[config.mk]
export PLATFORM = sky130hd
export DESIGN_NAME = ps2_host_regs
export DESIGN_NICKNAME = d
export VERILOG_FILES = /design/src/rtl/ps2_host_regs.sv
export SDC_FILE = /design/constraint.sdc
export NUM_CORES = 1
export LEC_CHECK = 0
export BUFFER_PORTS_ARGS = -buffer_cell sky130_fd_sc_hd__buf_4
export CELL_PAD_IN_SITES_DETAIL_PLACEMENT = 1
export CELL_PAD_IN_SITES_GLOBAL_PLACEMENT = 2
export CORE_MARGIN = 2
export CORE_UTILIZATION = 32
export CTS_BUF_LIST = sky130_fd_sc_hd__clkbuf_8
export DETAILED_ROUTE_END_ITERATION = 6
export PLACE_DENSITY = 0.87
export SKIP_LAST_GASP = 1
export SLEW_MARGIN = 5
export SYNTH_ARGS = -nofsm -noshare
export SYNTH_HDL_FRONTEND = slang
export SYNTH_SLANG_ARGS = --single-unit
[constraint.sdc]
create_clock -name clk -period 2.4 [get_ports clk]
set_input_delay 0.12 -clock clk [delete_from_list [all_inputs] [get_ports clk]]
set_output_delay 0.12 -clock clk [all_outputs]
set_load 0.01 [all_outputs]
[src/rtl/ps2_host_regs.sv]
module ps2_host_regs #(
  parameter int ADDR_W = 12,
  parameter int DATA_W = 32,
  parameter int BYTE_W = 8
) (
  input  logic              clk,
  input  logic              rst_n,
  input  logic [ADDR_W-1:0] addr,
  input  logic              rd_en,
  input  logic              wr_en,
  input  logic [DATA_W-1:0] wdata,
  output logic [DATA_W-1:0] rdata,
  input  logic [BYTE_W-1:0] rx_byte,
  input  logic              rx_valid,
  output logic              rx_pop,
  output logic [BYTE_W-1:0] tx_byte,
  output logic              tx_strobe,
  output logic              irq
);
  localparam int WIDX_W = ADDR_W - 2;

  logic [WIDX_W-1:0] word;
  logic [DATA_W-1:0] ctrl_r, div_r, rd_mux;
  logic [BYTE_W-1:0] last_r, id_byte;
  logic hit_ctrl, hit_stat, hit_data, hit_div, hit_iir, hit_id;

  assign word     = addr[ADDR_W-1:2];
  assign hit_ctrl = word == WIDX_W'(0);
  assign hit_stat = word == WIDX_W'(1);
  assign hit_data = word == WIDX_W'(2);
  assign hit_div  = word == WIDX_W'(3);
  assign hit_iir  = word == WIDX_W'(4);
  assign hit_id   = &word[WIDX_W-1:3];

  assign rx_pop = rd_en && hit_data && rx_valid;
  assign irq    = (rx_valid && ctrl_r[4]) || ctrl_r[3];

  always_comb begin
    case (word[2:0])
      3'd0: id_byte = BYTE_W'(8'h50);
      3'd1: id_byte = BYTE_W'(8'h10);
      3'd2: id_byte = BYTE_W'(8'h04);
      3'd3: id_byte = BYTE_W'(8'h00);
      3'd4: id_byte = BYTE_W'(8'h0D);
      3'd5: id_byte = BYTE_W'(8'hF0);
      3'd6: id_byte = BYTE_W'(8'h05);
      default: id_byte = BYTE_W'(8'hB1);
    endcase
  end

  always_comb begin
    rd_mux = '0;
    if (hit_id)        rd_mux = DATA_W'(id_byte);
    else if (hit_ctrl) rd_mux = ctrl_r;
    else if (hit_stat) rd_mux = DATA_W'({1'b1, 1'b0, rx_valid, 1'b0, ^last_r, 2'b00});
    else if (hit_data) rd_mux = DATA_W'(rx_pop ? rx_byte : last_r);
    else if (hit_div)  rd_mux = div_r;
    else if (hit_iir)  rd_mux = DATA_W'({1'b1, rx_valid});
  end

  always_ff @(posedge clk) begin
    if (!rst_n) begin
      ctrl_r    <= '0;
      div_r     <= '0;
      last_r    <= '0;
      rdata     <= '0;
      tx_byte   <= '0;
      tx_strobe <= 1'b0;
    end else begin
      tx_strobe <= 1'b0;
      if (wr_en) begin
        if (hit_ctrl) ctrl_r <= wdata;
        if (hit_div)  div_r  <= wdata;
        if (hit_data) begin
          tx_byte   <= wdata[BYTE_W-1:0];
          tx_strobe <= 1'b1;
        end
      end
      if (rd_en) begin
        if (rx_pop) last_r <= rx_byte;
        rdata <= rd_mux;
      end
    end
  end

  AST_POP_NEEDS_VALID: assert property (@(posedge clk) disable iff (!rst_n)
    rx_pop |-> rx_valid && rd_en);
  AST_POP_RETURNS_BYTE: assert property (@(posedge clk) disable iff (!rst_n)
    rx_pop |=> rdata == DATA_W'($past(rx_byte)));
  AST_TX_STROBE: assert property (@(posedge clk) disable iff (!rst_n)
    (wr_en && hit_data) |=> tx_strobe && tx_byte == $past(wdata[BYTE_W-1:0]));
  AST_TX_QUIET: assert property (@(posedge clk) disable iff (!rst_n)
    !(wr_en && hit_data) |=> !tx_strobe);
  AST_TX_IRQ_FORCED: assert property (@(posedge clk) disable iff (!rst_n)
    (wr_en && hit_ctrl && wdata[3]) |=> irq);
  AST_STAT_FIXED: assert property (@(posedge clk) disable iff (!rst_n)
    (rd_en && hit_stat && !hit_id) |=> rdata[6] && !rdata[5] && !rdata[3]);
  AST_IIR_SHAPE: assert property (@(posedge clk) disable iff (!rst_n)
    (rd_en && hit_iir) |=> rdata == DATA_W'({1'b1, $past(rx_valid)}));
  AST_RDATA_HOLD: assert property (@(posedge clk) disable iff (!rst_n)
    !rd_en |=> $stable(rdata));
endmodule

==> run_results.csv <==
group,metric,value,unit
setup_path,crit_cells,6,
synthesis,synth-xor-area-share,1.54,%
synthesis,synth.most_common_cell,"nand2_1",
timing,finalHoldViolations,0,
synthesis,synth_edf_count,0,
synthesis,synth_top_family_by_area,"compound AO/OA/AOI/OAI gates",
clocking,cts.sinks,113,
synthesis,synthAdderAreaFrac,0,%
timing,rsz0062_at_grt,"false",
placed_design,finalWeightedCongestion,0.800,
synthesis,avgSynthCellArea,7.88,um2
setup_path,startpoint,"addr[8]",
global_route,first_global_vias,4638,
synthesis,synthMuxAreaShare,1.87,%
timing,skew,0.00740,ns
placed_design,placed_area,0.00550,mm2
global_route,overflow,0,
timing,worst_pin_slew,0.950,ns
setup_path,critPathSlowestCell,"or4_4",
clocking,cts_buffer_depth,2,
floorplanning,die_y,123,um
timing,finalCritPeriodShare,78.2,%
placed_design,pre_cts_slack,0.264,ns
layout,final_cells,904,
min_path,hold_class,"in -> reg",
timing,period_minus_slack,1.88,ns
synthesis,synth-simple-area-share,21.1,%
floorplanning,start_util,32.8,%
setup_path,crit_type,"in -> out",
floorplanning,num_rows,43,
synthesis,yosys.area.top_type_share,49.7,%
global_route,grt_start_max_net_pins,85,
synthesis,synthCells,577,
setup_path,r2r_cells,5,
timing,setup_tns,0,ns
synthesis,synth_commonest_cells,"nand2_1, dfxtp_1, a21oi_1",
clocking,postCtsSetupBuffers,0,
detailed_routing,drt-total-wl,15.2,mm
setup_path,worst_setup_path_end_kind,"primary output",
setup_path,worst_path_dominant_cell_family,"simple AND/OR/NAND/NOR gates",
floorplanning,fp.dieW,123,um
power,p_leak,2.35,nW
placed_design,hpwl,9.93,mm
synthesis,yosys.area.top_type,"dfxtp_1",
layout,multi_input_area,0.00212,mm2
global_route,grt_first_pass_wirelength,24.2,mm
layout,synthToLayoutAreaGrowth,40.3,%
layout,seq_area,0.00226,mm2
detailed_routing,ant_nets,0,
run,maxCapViolations,0,
floorplanning,die_area,0.0152,mm2
setup_path,slowest_delay,0.58,ns
setup_path,timing.rr.start,"last_r[2]$_SDFFE_PN0P_",
timing,fin_ws,0.523,ns
setup_path,crit_chain,"buf_4 -> or4_4 -> or2_1 -> or3_1 -> nor2_1 -> buf_4",
synthesis,synthFlopType,"dfxtp_1",
timing,setup_violations,0,
synthesis,synth_compound_area_share,21.6,%
setup_path,cp_max_fo,4,
detailed_routing,via_per_inst,5.09,
clocking,clock_latency,0.44,ns
setup_path,crit_end,"rx_pop",
synthesis,synthDistinctLibCells,45,
setup_path,arrival,1.76,ns
clocking,htreeDepth,4,
layout,layout-drive-gt1-share,21.8,%
layout,final_area,0.00638,mm2
clocking,clock_tree.root_cell,"clkbuf_8",
setup_path,worstPathRequired,2.28,ns
synthesis,async_flop_share,0,%
clocking,numCtsBuffers,17,
clocking,cts_tree,"built",
timing,maxSlewViolCount,0,
layout,finalNetCount,768,
setup_path,crit_top_cell,"buf_4",
setup_path,r2r_end,"rdata[2]$_SDFFE_PN0P_",
floorplanning,design.core.area,0.0139,mm2
detailed_routing,drtPass1Iterations,4,
synthesis,synth_nets,634,
detailed_routing,drt-initial-drc-count,209,
detailed_routing,drc_errors,0,
global_route,antenna_found_initial,0,
detailed_routing,wl_per_cell,16.8,um
timing,fmax,533,MHz
synthesis,yosys_warnings,0,
synthesis,netlist_area,0.00455,mm2
setup_path,setup.worst_path.start_class,"input pin",
power,p_per_area,666,mW/mm2
timing,slew_headroom,36.7,%
outcome,status,"completed",
power,peakVddDrop,447,uV
layout,nFillCells,1704,
clocking,clk_pin_slew,0.06,ns
placed_design,port_buffers,97,
synthesis,synthTopCellsByArea,"dfxtp_1, nand2_1, a21oi_1, a22oi_1, o21ai_0",
setup_path,cp.buffers_inverters,2,
floorplanning,ios,100,
placed_design,place_inst,831,
synthesis,ys_seq_elements,113,
global_route,grt_usage,20.9,%
detailed_routing,vias,4602,
synthesis,ys_seq_area_share,49.7,%
layout,n_antenna_cell,0,
setup_path,r2r_slack,1.09,ns
==> kinds of logic (layout without fill, tap and decap cells) <==
group                     after synthesis  in the layout
AOI/OAI and AO/OA                     169            169
xor gates and xnor gates                8              8
buffers and inverters                  46            193
DFF                                   113            113
muxes                                   8              8
and+or+nand+nor                       233            233
==> area by class of cell <==
class | instances | area share (%)
Clock buffer | 21 | 4.53
Clock inverter | 11 | 2.88
Inverter | 4 | 0.235
Multi-Input combinational cell | 418 | 33.1
Sequential cell | 113 | 35.4
Tap cell | 180 | 3.53
Timing Repair Buffer | 157 | 20.3
==> power by group <==
group          switching, mW  total [mW]  internal (mW)
combinational          0.131       0.263          0.132
clock                  0.770        2.11           1.34
sequential           0.00231        1.88           1.88
total                  0.903        4.25           3.35
==> metrics by stage <==
| step | hold slack, ns | total power [mW] | utilization (%) |
|---|---|---|---|
| detailed placement | 0.388 | 2.13 | 39.6 |
| global placement | 0.379 | 2.13 | 39.6 |
| finish | 0.0371 | 4.25 | 46.0 |
| global route | 0.0551 | 4.40 | 46.0 |
| CTS | 0.0155 | 4.30 | 46.0 |
| floorplan | 0.240 | 2.00 | - |
==> placed cells by master, fill, tap and decap left out, drive strengths merged, types with 3 or more instances in the layout <==
master,instances
nand2b,4
a22oi,27
mux2i,4
mux2,4
clkinv,3
dfxtp,113
clkbuf,21
nor2,6
buf,116
dlygate4sd3,41
xnor2,6
nor2b,4
nand3,4
nor3,3
inv,6
nand2,197
a221oi,3
and3,3
and2,3
o21ai,34
bufinv,5
a21oi,88
==> repair_timing <==
| action | in CTS | in global routing |
|---|---|---|
| endpoints found under the hold margin | 82 | 0 |
| hold buffers | 41 | 0 |
| gates resized for setup | 0 | 0 |
==> worst min-delay path by stage <==
stage	endpoint	from	slack (ns)	cells past startpoint
final	tx_strobe$_SDFF_PN0_	wr_en	0.04	3
after global routing	tx_strobe$_SDFF_PN0_	wr_en	0.06	3
after CTS	tx_strobe$_SDFF_PN0_	wr_en	0.02	3
after detailed placement	ctrl_r[16]$_SDFFE_PN0P_	wdata[16]	0.39	3
after global placement	ctrl_r[30]$_SDFFE_PN0P_	wdata[30]	0.38	3
after floorplan	tx_strobe$_SDFF_PN0_	wr_en	0.24	2
==> tightest hold or removal path: stages <==
cell	delay [ns]
buf_4	0.14
inv_1	0.10
nor3_1	0.06
==> state kept, by name, indices dropped and copies added (netlist names) <==
name,count
ctrl_r,32
div_r,32
last_r,8
rdata,32
tx_byte,8
tx_strobe,1
==> layer usage <==
layer	global-route usage, %	up-vias	wire length [um]
li1	-	2233	-
met4	7.95	0	251
met3	4.01	17	636
met5	0	-	0
met1	26.9	2255	6850
met2	34.6	97	7470
(Power assumes the default switching activity.)
